[src/rtl/lcdt_pkg.sv]
package lcdt_pkg;

  typedef enum logic [2:0] {
    ADDR_HORZ = 3'd0,
    ADDR_VERT = 3'd1,
    ADDR_POL  = 3'd2,
    ADDR_CTRL = 3'd3,
    ADDR_CLR  = 3'd4
  } regAddr_e;

  // strobes from control to the timing datapath
  typedef struct packed {
    logic run;
    logic loadShadow;
  } ctlStrb_t;

endpackage

[src/rtl/lcdt_ctrl.sv]
module lcdt_ctrl
  import lcdt_pkg::*;
(
  input  logic        clk,
  input  logic        rstN,
  input  logic        wrEn,
  input  logic [2:0]  wrAddr,
  input  logic [31:0] wrData,
  input  logic        frameTick,
  input  logic        frameEnd,
  output logic [31:0] horzWord,
  output logic [31:0] vertWord,
  output logic [31:0] polWord,
  output ctlStrb_t    strb,
  output logic        irq
);

  logic enableQ;
  logic maskQ;
  logic statusQ;
  logic clrHit;

  assign clrHit = wrEn && (wrAddr == ADDR_CLR) && wrData[0];

  always_ff @(posedge clk or negedge rstN) begin
    if (!rstN) begin
      horzWord <= '0;
      vertWord <= '0;
      polWord  <= '0;
      enableQ  <= 1'b0;
      maskQ    <= 1'b0;
    end else if (wrEn) begin
      case (wrAddr)
        ADDR_HORZ: horzWord <= wrData;
        ADDR_VERT: vertWord <= wrData;
        ADDR_POL:  polWord  <= wrData;
        ADDR_CTRL: begin
          enableQ <= wrData[0];
          maskQ   <= wrData[1];
        end
        default: ;
      endcase
    end
  end

  always_ff @(posedge clk or negedge rstN) begin
    if (!rstN)          statusQ <= 1'b0;
    else if (frameTick) statusQ <= 1'b1;
    else if (clrHit)    statusQ <= 1'b0;
  end

  always_comb begin
    strb.run        = enableQ;
    strb.loadShadow = !enableQ || frameEnd;
  end

  assign irq = statusQ && maskQ;


  status_set_chk: assert property (@(posedge clk) disable iff (!rstN)
    $rose(statusQ) |-> $past(frameTick));


  status_clr_chk: assert property (@(posedge clk) disable iff (!rstN)
    (clrHit && !frameTick) |=> !statusQ);

endmodule

[src/rtl/lcdt_timing.sv]
module lcdt_timing
  import lcdt_pkg::*;
#(
  parameter int CNT_W   = 12,
  parameter int COORD_W = 10
) (
  input  logic               clk,
  input  logic               rstN,
  input  ctlStrb_t           strb,
  input  logic [31:0]        horzWord,
  input  logic [31:0]        vertWord,
  input  logic [31:0]        polWord,
  output logic               hSync,
  output logic               vSync,
  output logic               dataEn,
  output logic [COORD_W-1:0] pixX,
  output logic [COORD_W-1:0] pixY,
  output logic               pixEdgeSel,
  output logic               frameTick,
  output logic               frameEnd
);

  localparam logic [CNT_W-1:0] CNT_ONE = CNT_W'(1);
  localparam int NUM_POL = 3;

  // decoded segment boundaries from the staging words
  logic [CNT_W-1:0] nHSyncEnd, nHActStart, nHActEnd, nHLast;
  logic [CNT_W-1:0] nVSyncEnd, nVActStart, nVActEnd, nVLast;

  always_comb begin
    nHSyncEnd  = CNT_W'(horzWord[15:8]) + CNT_ONE;
    nHActStart = nHSyncEnd + CNT_W'(horzWord[31:24]) + CNT_ONE;
    nHActEnd   = nHActStart + ((CNT_W'(horzWord[7:2]) + CNT_ONE) << 4);
    nHLast     = nHActEnd + CNT_W'(horzWord[23:16]);
    nVSyncEnd  = CNT_W'(vertWord[15:10]) + CNT_ONE;
    nVActStart = nVSyncEnd + CNT_W'(vertWord[31:24]);
    nVActEnd   = nVActStart + CNT_W'(vertWord[9:0]) + CNT_ONE;
    nVLast     = nVActEnd + CNT_W'(vertWord[23:16]) - CNT_ONE;
  end

  // shadow copy used by the running raster
  logic [CNT_W-1:0] hSyncEndQ, hActStartQ, hActEndQ, hLastQ;
  logic [CNT_W-1:0] vSyncEndQ, vActStartQ, vActEndQ, vLastQ;
  logic [NUM_POL-1:0] invQ;
  logic               edgeQ;

  always_ff @(posedge clk or negedge rstN) begin
    if (!rstN) begin
      hSyncEndQ  <= '0;
      hActStartQ <= '0;
      hActEndQ   <= '0;
      hLastQ     <= '0;
      vSyncEndQ  <= '0;
      vActStartQ <= '0;
      vActEndQ   <= '0;
      vLastQ     <= '0;
      invQ       <= '0;
      edgeQ      <= 1'b0;
    end else if (strb.loadShadow) begin
      hSyncEndQ  <= nHSyncEnd;
      hActStartQ <= nHActStart;
      hActEndQ   <= nHActEnd;
      hLastQ     <= nHLast;
      vSyncEndQ  <= nVSyncEnd;
      vActStartQ <= nVActStart;
      vActEndQ   <= nVActEnd;
      vLastQ     <= nVLast;
      invQ       <= polWord[NUM_POL-1:0];
      edgeQ      <= polWord[3];
    end
  end

  // raster counters
  logic [CNT_W-1:0] hCnt, vCnt;

  always_ff @(posedge clk or negedge rstN) begin
    if (!rstN) begin
      hCnt <= '0;
      vCnt <= '0;
    end else if (!strb.run) begin
      hCnt <= '0;
      vCnt <= '0;
    end else if (hCnt == hLastQ) begin
      hCnt <= '0;
      vCnt <= (vCnt == vLastQ) ? '0 : vCnt + CNT_ONE;
    end else begin
      hCnt <= hCnt + CNT_ONE;
    end
  end

  logic hSyncRaw, vSyncRaw, hAct, vAct, deRaw;

  always_comb begin
    hSyncRaw = strb.run && (hCnt < hSyncEndQ);
    vSyncRaw = strb.run && (vCnt < vSyncEndQ);
    hAct     = (hCnt >= hActStartQ) && (hCnt < hActEndQ);
    vAct     = (vCnt >= vActStartQ) && (vCnt < vActEndQ);
    deRaw    = strb.run && hAct && vAct;
  end

  assign pixX = deRaw ? COORD_W'(hCnt - hActStartQ) : '0;
  assign pixY = deRaw ? COORD_W'(vCnt - vActStartQ) : '0;

  logic [NUM_POL-1:0] rawSig, pinSig;
  assign rawSig = {deRaw, vSyncRaw, hSyncRaw};

  for (genvar i = 0; i < NUM_POL; i++) begin : g_pol
    assign pinSig[i] = rawSig[i] ^ invQ[i];
  end

  assign hSync      = pinSig[0];
  assign vSync      = pinSig[1];
  assign dataEn     = pinSig[2];
  assign pixEdgeSel = edgeQ;

  assign frameTick = strb.run && (hCnt == '0) && (vCnt == '0);
  assign frameEnd  = strb.run && (hCnt == hLastQ) && (vCnt == vLastQ);


  hcnt_bound_chk: assert property (@(posedge clk) disable iff (!rstN)
    strb.run |-> (hCnt <= hLastQ));


  vcnt_step_chk: assert property (@(posedge clk) disable iff (!rstN)
    (strb.run && hCnt == hLastQ && vCnt != vLastQ) |=> (vCnt == $past(vCnt) + CNT_ONE));


  de_region_chk: assert property (@(posedge clk) disable iff (!rstN)
    deRaw |-> (!hSyncRaw && !vSyncRaw));


  shadow_hold_chk: assert property (@(posedge clk) disable iff (!rstN)
    (strb.run && !strb.loadShadow) |=> ($stable(hLastQ) && $stable(vLastQ) && $stable(invQ)));


  tick_single_chk: assert property (@(posedge clk) disable iff (!rstN)
    frameTick |=> !frameTick);

endmodule

[src/rtl/lcdt_raster_gen.sv]
module lcdt_raster_gen
  import lcdt_pkg::*;
#(
  parameter int CNT_W   = 12,
  parameter int COORD_W = 10
) (
  input  logic               clk,
  input  logic               rstN,
  input  logic               wrEn,
  input  logic [2:0]         wrAddr,
  input  logic [31:0]        wrData,
  output logic               hSync,
  output logic               vSync,
  output logic               dataEn,
  output logic [COORD_W-1:0] pixX,
  output logic [COORD_W-1:0] pixY,
  output logic               pixEdgeSel,
  output logic               frameTick,
  output logic               irq
);

  logic [31:0] horzWord, vertWord, polWord;
  ctlStrb_t    strb;
  logic        frameEnd;

  lcdt_ctrl i_ctrl (
    .clk       (clk),
    .rstN      (rstN),
    .wrEn      (wrEn),
    .wrAddr    (wrAddr),
    .wrData    (wrData),
    .frameTick (frameTick),
    .frameEnd  (frameEnd),
    .horzWord  (horzWord),
    .vertWord  (vertWord),
    .polWord   (polWord),
    .strb      (strb),
    .irq       (irq)
  );

  lcdt_timing #(
    .CNT_W   (CNT_W),
    .COORD_W (COORD_W)
  ) i_timing (
    .clk        (clk),
    .rstN       (rstN),
    .strb       (strb),
    .horzWord   (horzWord),
    .vertWord   (vertWord),
    .polWord    (polWord),
    .hSync      (hSync),
    .vSync      (vSync),
    .dataEn     (dataEn),
    .pixX       (pixX),
    .pixY       (pixY),
    .pixEdgeSel (pixEdgeSel),
    .frameTick  (frameTick),
    .frameEnd   (frameEnd)
  );

endmodule

[config.mk]
export PLATFORM = sky130hd
export DESIGN_NAME = lcdt_raster_gen
export DESIGN_NICKNAME = d
export VERILOG_FILES = /design/src/rtl/lcdt_pkg.sv /design/src/rtl/lcdt_ctrl.sv /design/src/rtl/lcdt_timing.sv /design/src/rtl/lcdt_raster_gen.sv
export SDC_FILE = /design/constraint.sdc
export NUM_CORES = 1
export LEC_CHECK = 0
export BUFFER_PORTS_ARGS = -buffer_cell sky130_fd_sc_hd__buf_2
export CORE_ASPECT_RATIO = 1.5
export CORE_MARGIN = 2
export CORE_UTILIZATION = 56
export DETAILED_ROUTE_END_ITERATION = 10
export MAX_ROUTING_LAYER = met4
export PLACE_DENSITY = 0.77
export SKIP_CTS_REPAIR_TIMING = 1
export SYNTH_ARGS = -nofsm -noshare
export SYNTH_HDL_FRONTEND = slang
export SYNTH_SLANG_ARGS = --single-unit
[constraint.sdc]
create_clock -name clk -period 4.01 [get_ports clk]
set_input_delay 0.802 -clock clk [delete_from_list [all_inputs] [get_ports clk]]
set_output_delay 0.802 -clock clk [all_outputs]
set_load 0.02 [all_outputs]
[Word-level counts from Yosys, hierarchy flattened]
Index checks and enable logic that the tools add are counted.
Word-level totals
  bits in registers: 195
  latch bits: 0
  RAM bits: 0
  ROM bits: 0
  input bits: 38
  output and inout port bits: 26
  logic and storage cells: 82
  memories: 0
Cells by class
  add/subtract/negate cells: 16
  multipliers: 0
  div/mod/pow operators: 0
  $lt $le $gt $ge: 6
  eq/ne operators: 7
  shifts and indexed selects: 0
  mux-type cells: 9
  bitwise gates (word level): 3
  reduce and logical (&&, ||, !) cells: 23
Operators with widths (count)
  12-bit 2-to-1 mux: 5
  12-bit by 1-bit adder with 12-bit output, second input constant: 4
  12-bit by 8-bit adder with 12-bit output: 4
  12-bit < comparator: 4
  12-bit equality test: 2
  12-bit greater-or-equal comparator: 2
  12-bit logical NOT: 2
  10-bit 2-to-1 mux: 2
  10-bit subtractor: 2
  6-bit by 1-bit adder with 7-bit output, second input constant: 2
  1-bit logical AND: 13
  12-bit by 10-bit adder with 12-bit output: 1
  12-bit adder: 1
  12-bit by 1-bit subtractor with 12-bit output, second input constant: 1
  8-bit by 1-bit adder with 9-bit output, second input constant: 1
  2-bit AND reduction: 4
  3-bit by 2-bit equality test with 1-bit output, second input constant: 2
  3-bit by 1-bit equality test with 1-bit output, second input constant: 1
  3-bit equality test, second input constant: 1
  3-bit logical NOT: 1
  1-bit bitwise XOR: 3
  1-bit 2-to-1 mux: 2
  2-bit by 1-bit inequality test with 1-bit output, second input constant: 1
  2-bit nonzero test: 1
  other kinds (2): 2

[Depth between registers and ports, before layout]
Gate-level depths: netlist (run 1).
  depth after elaboration: 6
  gate-level depth with buffers: 22
  gate-level depth less buffers: 22

[Cells and area by module]
From an unflattened synthesis (run 1), not the netlist that was laid out.
Unflattened totals
  cells, all modules: 1179
  area total of the unflattened synthesis: 12465.7 sq um
Modules (own cells, without submodules)
  lcdt_timing: instances 1, cells an instance 962, area an instance 8682.1 sq um, sequential area each 2652.5 sq um
  lcdt_ctrl: instances 1, cells an instance 217, area an instance 3783.6 sq um, sequential area each 2477.4 sq um

[Least setup slack after synthesis (run 1)]
No wires, ideal clock.
  path type: register to register
  start point: register i_ctrl.vertWord[10]
  end point: register i_timing.vLastQ[10]
  library setup time: 0.126 ns
  arrival time: 4.129 ns
  path slack: -0.245 ns
  stages on the path, launching flop included: 18
  path buffers: 0
  cell sequence: dfrtp_1 > ha_1 > fa_1 > a21o_1 > a21oi_1 > nor2b_1 > o31ai_1 > a21boi_0 > ha_1 > nor4_1 > a32oi_1 > xnor2_1 > ha_1 > inv_1 > ha_1 > o41ai_1 > nor3_1 > o32a_1
On the way
  word-level cells in the longest chain between the ends: 6
RTL lines
  start, declared: RTL line lcdt_ctrl.sv:12  | output logic [31:0] vertWord,
  start signal, assigned: RTL line lcdt_ctrl.sv:35  | ADDR_VERT: vertWord <= wrData;
  6-bit by 1-bit adder with 7-bit output: RTL line lcdt_timing.sv:35  | nVSyncEnd = CNT_W'(vertWord[15:10]) + CNT_ONE;
  net i_timing.nVSyncEnd[1]: RTL line lcdt_timing.sv:28  | logic [CNT_W-1:0] nVSyncEnd, nVActStart, nVActEnd, nVLast;
  12-bit by 8-bit adder with 12-bit output: RTL line lcdt_timing.sv:36  | nVActStart = nVSyncEnd + CNT_W'(vertWord[31:24]);
  net i_timing.nVActStart[6]: RTL line lcdt_timing.sv:28
  12-bit by 10-bit adder with 12-bit output: RTL line lcdt_timing.sv:37  | nVActEnd = nVActStart + CNT_W'(vertWord[9:0]) + CNT_ONE;
  12-bit by 1-bit adder with 12-bit output: RTL line lcdt_timing.sv:37
  12-bit by 8-bit adder with 12-bit output: RTL line lcdt_timing.sv:38  | nVLast = nVActEnd + CNT_W'(vertWord[23:16]) - CNT_ONE;
  12-bit by 1-bit subtractor with 12-bit output: RTL line lcdt_timing.sv:38
  end signal, assigned: RTL line lcdt_timing.sv:67  | vLastQ <= nVLast;
  end, declared: RTL line lcdt_timing.sv:43  | logic [CNT_W-1:0] vSyncEndQ, vActStartQ, vActEndQ, vLastQ;
The timed path passes the listed nets, and every way through them passes these cells.
A chain may end at the register's enable or synchronous reset.

[Final worst setup path (run 1)]
  start point: register i_ctrl.vertWord[11]
  end point: register i_timing.vLastQ[10]
The elaborated chain is that of the path after synthesis.

==> impl_results.md, run 1 <==
* Site Rows at 63
* Relative slew slack at 0.472
* Gr ovfl total at 0
* WHS at around 0.43 ns
* CTS tree: done
* Net Count, Synth at 1312
* Crit path max-delay cell type: dfrtp_1
* Max frequency at 238 MHz
* Synth unique cells at 55
* Fin crit share at 1.05
* Ys flop type: dfrtp_1
* Unrepaired setup endpoints after global routing: yes
* Endpoints failing setup at 5
* Yosys warnings at 0
* Clock Path Buffers at 2
* Routed len/inst at roughly 19 um
* Placeable Area at 19800 um2
* Post-synthesis sequential area ratio at 0.387
* Vias at 9409
* Antenna cells at 0
* Max cap viols at 0
* Worst-path maximum fanout at 4
* DP Wirelength at 22400 um
* Drt drc at 0
* Largest net degree at the start of global routing at 88
* First-pass GRT wire length at 47000 um
* Max incr delay on CP at about 0.43 ns
* Setup slack, reg-to-reg at -0.19 ns
* Post-synth EDFFs at 0
* Reg clk slew, reported paths at 0.08 ns
* Hold Path Class: input pin to asynchronous set/reset pin
* Most used cell, CP: ha_1
* Starting Density at 0.572
* Worst path cell trace: ha_4 > ha_1 > a21o_1 > a21oi_2 > xnor2_1 > ha_1 > buf_4 > o21ai_2 > o21bai_1 > a21oi_2 > xor2_1 > ha_1 > inv_1 > ha_2 > nor2_1 > o21bai_2 > o41ai_4 > nor4bb_1 > o32a_1
* Cell count after synthesis at 1152
* Final Max Slew Viols at 0
* Layout cells sized above 1 at 0.304
* Endpoints failing hold at 0
* CP endpoint kind: flip-flop
* Final WL at approximately 31000 um
* Place WS at -0.243 ns
* Worst Path Buf+Inv at 2
* Area grow syn2layout at 23.7%
* Clock buffer count from CTS at 17
* Failing checks: negative setup slack
* Worst Tran Pin Value at about 0.8 ns
* Via-to-Cell Ratio at 5.88
* Number of global-route vias before repair at 9161
* Antenna violations before repair at 0
* Nets at 1488
* Die Y at ~180 um
* CP Class: flip-flop to flip-flop
* Minimum clock period at 4.20 ns
* Die X at between 100 and 150 um
* Setup crit start kind: flip-flop
* Yosys reg bits at 175
* Final RePlAce weighted congestion at between 0.9 and 1
* Antenna Nets Post-Route at 0
* Setup slack after layout at -0.186 ns
* Arrival @ worst endpoint at 4.52 ns
* Clk_skew at ~0.015 ns
* Pre-antenna DRT Iters at 5
* Post-synth ARST share at 1.00
* Die footprint at 21400 um2
* Mapped cell area at roughly 11000 um2
* Gr usage total at 0.291
* Synthesized area per cell at around 10 um2
* Critical path's top delay family: compound AO/OA/AOI/OAI gates
* IO buf count at 63
* H-tree depth at 4
* Status: finished with violations
* Clock sink count at ~180
* Clk_lat worst skew at 0.45 ns
* Top Ports at 64
* CP required at 4.33 ns
* Root buffer cell: clkbuf_16
* First DRT Iteration DRCs at 594
* TNS Setup at -0.517 ns
[worst paths after layout]
path | from | end | cells past startpoint
min in group clk | i_ctrl.statusQ$_DFFE_PN0P_ | i_ctrl.statusQ$_DFFE_PN0P_ | 1
max in group asynchronous | rstN | i_timing.hActStartQ[8]$_DFFE_PN0P_ | 2
min | rstN | i_ctrl.polWord[3]$_DFFE_PN0P_ | 1
max | i_ctrl.vertWord[11]$_DFFE_PN0P_ | i_timing.vLastQ[10]$_DFFE_PN0P_ | 19
max reg2reg | i_ctrl.vertWord[11]$_DFFE_PN0P_ | i_timing.vLastQ[10]$_DFFE_PN0P_ | 19
min reg2reg | i_ctrl.statusQ$_DFFE_PN0P_ | i_ctrl.statusQ$_DFFE_PN0P_ | 1
[final cells by class]
type / count / area (um2)
Multi-Input combinational cell: 840 / 7000
Inverter: 110 / 413
Fill cell: 1411 / 5780
Tap cell: 260 / 325
Sequential cell: 175 / 4380
Clock buffer: 17 / 425
Timing Repair Buffer: 184 / 1280
Clock inverter: 15 / 174
[synth_stat cells (all sizes together), types with 4 or more instances]
cell type  instances  area, um2
a211o              4       35.0
and3              16        100
mux2              89       1000
nor2b             12       75.1
o21ai             69        345
nand3             31        155
fa                 8        160
nor4              12       75.1
or3                7       43.8
nand3b             4       30.0
xor2              46        403
nor2              94        353
o21a              13       97.6
o41ai              4       53.8
o31a               4       35.0
nand2             62        233
o211ai             6       45.0
clkbuf            12       45.0
a21o              14        105
dfrtp            175       4380
mux2i             11        110
a21oi             61        305
nor3b              6       45.0
o21bai             6       45.0
buf               15       80.1
xnor2             57        499
nand4             11       68.8
nand2b             9       56.3
inv              110        413
a211oi            13       97.6
a31oi              6       37.5
ha               114       1430
nor3              19       95.1
[through the flow]
step / utilization / instances / cell area, um2
3_5_place_dp: 0.641 / 1551 / 12700
4_1_cts: 0.671 / 1583 / 13300
6_report: 0.708 / 1601 / 14000
2_1_floorplan: - / 1152 / 11300
5_1_grt: 0.708 / 1601 / 14000
3_3_place_gp: 0.641 / 1551 / 12700
[state kept, by name, indices dropped and copies added, names as in the netlist]
| register | cells |
|---|---|
| i_ctrl.statusQ | 1 |
| i_ctrl.maskQ | 1 |
| i_ctrl.enableQ | 1 |
| i_timing.vCnt | 12 |
| i_ctrl.vertWord | 32 |
| i_timing.hSyncEndQ | 9 |
| i_timing.vLastQ | 12 |
| i_timing.vActStartQ | 9 |
| i_ctrl.horzWord | 30 |
| i_timing.hCnt | 12 |
| i_timing.hLastQ | 12 |
| i_timing.hActEndQ | 12 |
| i_timing.hActStartQ | 6 |
| i_ctrl.polWord | 4 |
| i_timing.vSyncEndQ | 7 |
| i_timing.vActEndQ | 11 |
| i_timing.invQ | 3 |
| i_timing.pixEdgeSel | 1 |
[cells by family after synthesis]
family	after synthesis	synth area share
simple gates	297	0.128
buf+inv	137	0.0475
xor+xnor	103	0.0797
mux	100	0.0983
fa+ha+maj	122	0.140
compound gates	218	0.120
flops	175	0.387
[layer usage]
metal / share of wire / vias up / global-route usage
met5: 0 / - / -
met4: 0.054 / 0 / 0.138
met3: 0.051 / 117 / 0.0304
met1: 0.40 / 4558 / 0.361
met2: 0.49 / 344 / 0.479
li1: - / 4390 / -
[placed cells by master (no fill, tap or decap), drive strengths merged, types with 7 or more instances in the layout]
cell,n
a211oi,13
a21o,14
a21oi,61
and3,16
buf,184
clkbuf,17
clkinv,8
dfrtp,175
fa,8
ha,114
inv,116
mux2,89
mux2i,11
nand2,62
nand2b,9
nand3,31
nand4,11
nor2,94
nor2b,12
nor3,19
nor4,12
o21a,13
o21ai,69
or3,7
xnor2,57
xor2,46
Power of run 1 is left out: the tool's default activity adds up to more than one toggle a clock period on the data nets, which glitch-free logic cannot reach.
==> run 2: changes to the inputs <==
CORE_ASPECT_RATIO = default   (was 1.5)
RECOVER_POWER = 50   (was default)
==> run 2 against run 1 <==
The flow finishes with violations (max-capacitance violations, max-slew violations, negative setup slack). Hold slack improved by 0.048 ns. Register-to-register slack got worse by 0.04 ns. Non-clock buffer count fell by 2. Cell count rose by 0.50%.
==> impl_results.md, run 2 (synthesis gave the netlist of run 1 again) <==
* Largest net degree at the start of global routing at 108 (+23%)
* Endpoints failing hold at 0 (unchanged)
* Via-to-Cell Ratio at 5.98 (+1.8%)
* Max incr delay on CP at 0.40 ns (-0.03 ns)
* Met1 track demand over resource at 0.394 (+0.0330)
* Fin util at 0.702 (-0.00591)
* Setup crit start kind: flip-flop
* Max frequency at 236 MHz (-0.94%)
* Status: finished with violations
* Reg2reg end: i_timing.vLastQ[10]$_DFFE_PN0P_
* Commonest non-fill, non-tap cell in the layout: dfrtp_1
* Clock buffer count from CTS at 17 (unchanged)
* Max FFs per register at 32 (unchanged)
* Unrepaired setup endpoints after global routing: yes
* Cells after DPL at 1553 (+0.13%)
* Min-delay src: i_ctrl.statusQ$_DFFE_PN0P_
* Gr usage total at 0.283 (-0.00818)
* Largest registers: i_ctrl.vertWord x32, i_ctrl.horzWord x30
* Clk_skew at 0.0150 ns (-0.000543 ns)
* Critical R2R Launch: i_ctrl.vertWord[11]$_DFFE_PN0P_
* Most frequent cells in the layout: dfrtp_1 (171), buf_4 (109), inv_1 (106), nor2_1 (90), mux2_2 (89)
* Grt peak-use layer: met2
* Worst-path maximum fanout at 3 (-1)
* R2R depth at 22 (+3)
* CP endpoint kind: flip-flop
* CP Class: flip-flop to flip-flop
* Worst hold path depth at 1
* Relative slew slack at -0.736 (-1.21)
* Fill cells at 1450 (+2.8%)
* Pre-antenna DRT Iters at 5 (unchanged)
* Layout cells sized above 1 at 0.308 (+0.00344)
* Antenna cells at 0 (unchanged)
* First-pass GRT wire length at 46300 um (-1.5%)
* Failing checks: max-capacitance violations, max-slew violations, negative setup slack
* Worst Path Buf+Inv at 3 (+1)
* Hold Path Sink: i_ctrl.statusQ$_DFFE_PN0P_
* Die footprint at 21400 um2 (-0.11%)
* Final Non-Filler Cells at 1609 (+0.50%)
* Number of global-route vias before repair at 8829 (-3.6%)
* Site Rows at 52 (-17%)
* Routed len/inst at 20.3 um (+4.8%)
* Die X at 146 um (+22%)
* Root buffer cell: clkbuf_16
* Minimum clock period at 4.24 ns (+0.0397 ns)
* Placeable Area at 20000 um2 (+1.3%)
* Setup slack, reg-to-reg at -0.23 ns (-0.04 ns)
* Final RePlAce weighted congestion at 0.919 (-0.99%)
* Most flop-heavy register: i_ctrl.vertWord
* Vias at 9629 (+2.3%)
* H-tree depth at 4 (unchanged)
* Clock Path Buffers at 2 (unchanged)
* IO buf count at 63 (unchanged)
* First DRT Iteration DRCs at 915 (+54%)
* Area grow syn2layout at 24.3%
* Crit path max-delay cell type: dfrtp_1
* Hold Path Class: flip-flop to flip-flop
* Die Y at 146 um (-18%)
* Place WS at -0.300 ns (-0.0578 ns)
* Worst path cell trace: ha_4 > buf_6 > nand3_4 > xnor2_2 > ha_1 > o21ai_1 > nor2_1 > nor2_1 > xnor2_1 > ha_1 > o21a_1 > o21ai_2 > a32oi_2 > xnor2_2 > ha_2 > inv_2 > ha_4 > buf_6 > o21ai_0 > nand3b_1 > o211ai_1 > o32a_1
* Clk_lat worst skew at 0.45 ns (about the same)
* Final WL at 32700 um (+5.3%)
* GR Util met2 at 0.424 (-0.0551)
* Max cap viols at 2 (+2)
* Critical path's top delay family: adder cells
* Worst Tran Pin Value at 2.60 ns (+1.81 ns)
* CP required at 4.34 ns (about the same)
* Clock sink count at 175 (unchanged)
* Antenna violations before repair at 0 (unchanged)
* Arrival @ worst endpoint at 4.56 ns (+0.04 ns)
* Antenna Nets Post-Route at 0 (unchanged)
* Setup slack after layout at -0.226 ns (-0.0397 ns)
* Top Ports at 64 (unchanged)
* Final Max Slew Viols at 138 (+138)
* Nets at 1486 (-0.13%)
* Drt drc at 0 (unchanged)
* Gr ovfl total at 0 (unchanged)
* Endpoints failing setup at 5 (unchanged)
* Starting Density at 0.565 (-0.00725)
* Reg clk slew, reported paths at 0.08 ns (about the same)
* GR Util met3 at 0.0531 (+0.0228)
* CTS tree: done
* WHS at 0.474 ns (+0.0480 ns)
* Fin crit share at 1.06 (+0.00991)
* DP Wirelength at 22000 um (-2.0%)
[run 2: cell count changes in the layout (fill, tap and decap cells not counted), moves of 4 or more]
cell      change
ha_4          +4
ha_1          -8
o21ai_1       -4
nand3_2       -4
ha_2          +4
buf_4         -5
clkinv_8      -5
[run 2: stage by stage]
stage / setup TNS (ns) / cell area (um2)
finish: -0.876 / 14100
CTS: -1.40 / 13200
detailed placement: -1.13 / 12600
global placement: -0.327 / 12600
global route: -3.00 / 14100
floorplan: 0 / 11300
[run 2: worst max-delay path by stage]
stage                                                from                              end  slack, ns  cells after the start
after floorplan           i_ctrl.vertWord[10]$_DFFE_PN0P_  i_timing.vLastQ[10]$_DFFE_PN0P_     0.0003                     19
after global placement    i_ctrl.vertWord[10]$_DFFE_PN0P_  i_timing.vLastQ[11]$_DFFE_PN0P_      -0.11                     21
after detailed placement  i_ctrl.vertWord[10]$_DFFE_PN0P_  i_timing.vLastQ[11]$_DFFE_PN0P_      -0.30                     21
after CTS                 i_ctrl.vertWord[10]$_DFFE_PN0P_   i_timing.vLastQ[9]$_DFFE_PN0P_      -0.33                     21
after global routing      i_ctrl.vertWord[10]$_DFFE_PN0P_  i_timing.vLastQ[10]$_DFFE_PN0P_      -0.44                     22
final                     i_ctrl.vertWord[11]$_DFFE_PN0P_  i_timing.vLastQ[10]$_DFFE_PN0P_      -0.23                     22
[run 2: routing by layer]
layer,vias up,part of all wire
met2,429,0.47
met4,0,0.034
met1,4711,0.43
met3,99,0.065
met5,-,0
li1,4390,-
[run 2: area by class of cell]
cell class / count / area, um2 / area share
multi-input cells: 840 / 7110 / 0.506
flip-flops and latches: 175 / 4380 / 0.312
repair buffers: 182 / 1250 / 0.0890
clock buffers: 20 / 467 / 0.0332
inverters: 110 / 413 / 0.0294
well taps: 270 / 338 / 0.0240
clock inverters: 12 / 98.8 / 0.00703
Power of run 2 is left out for the same reason.
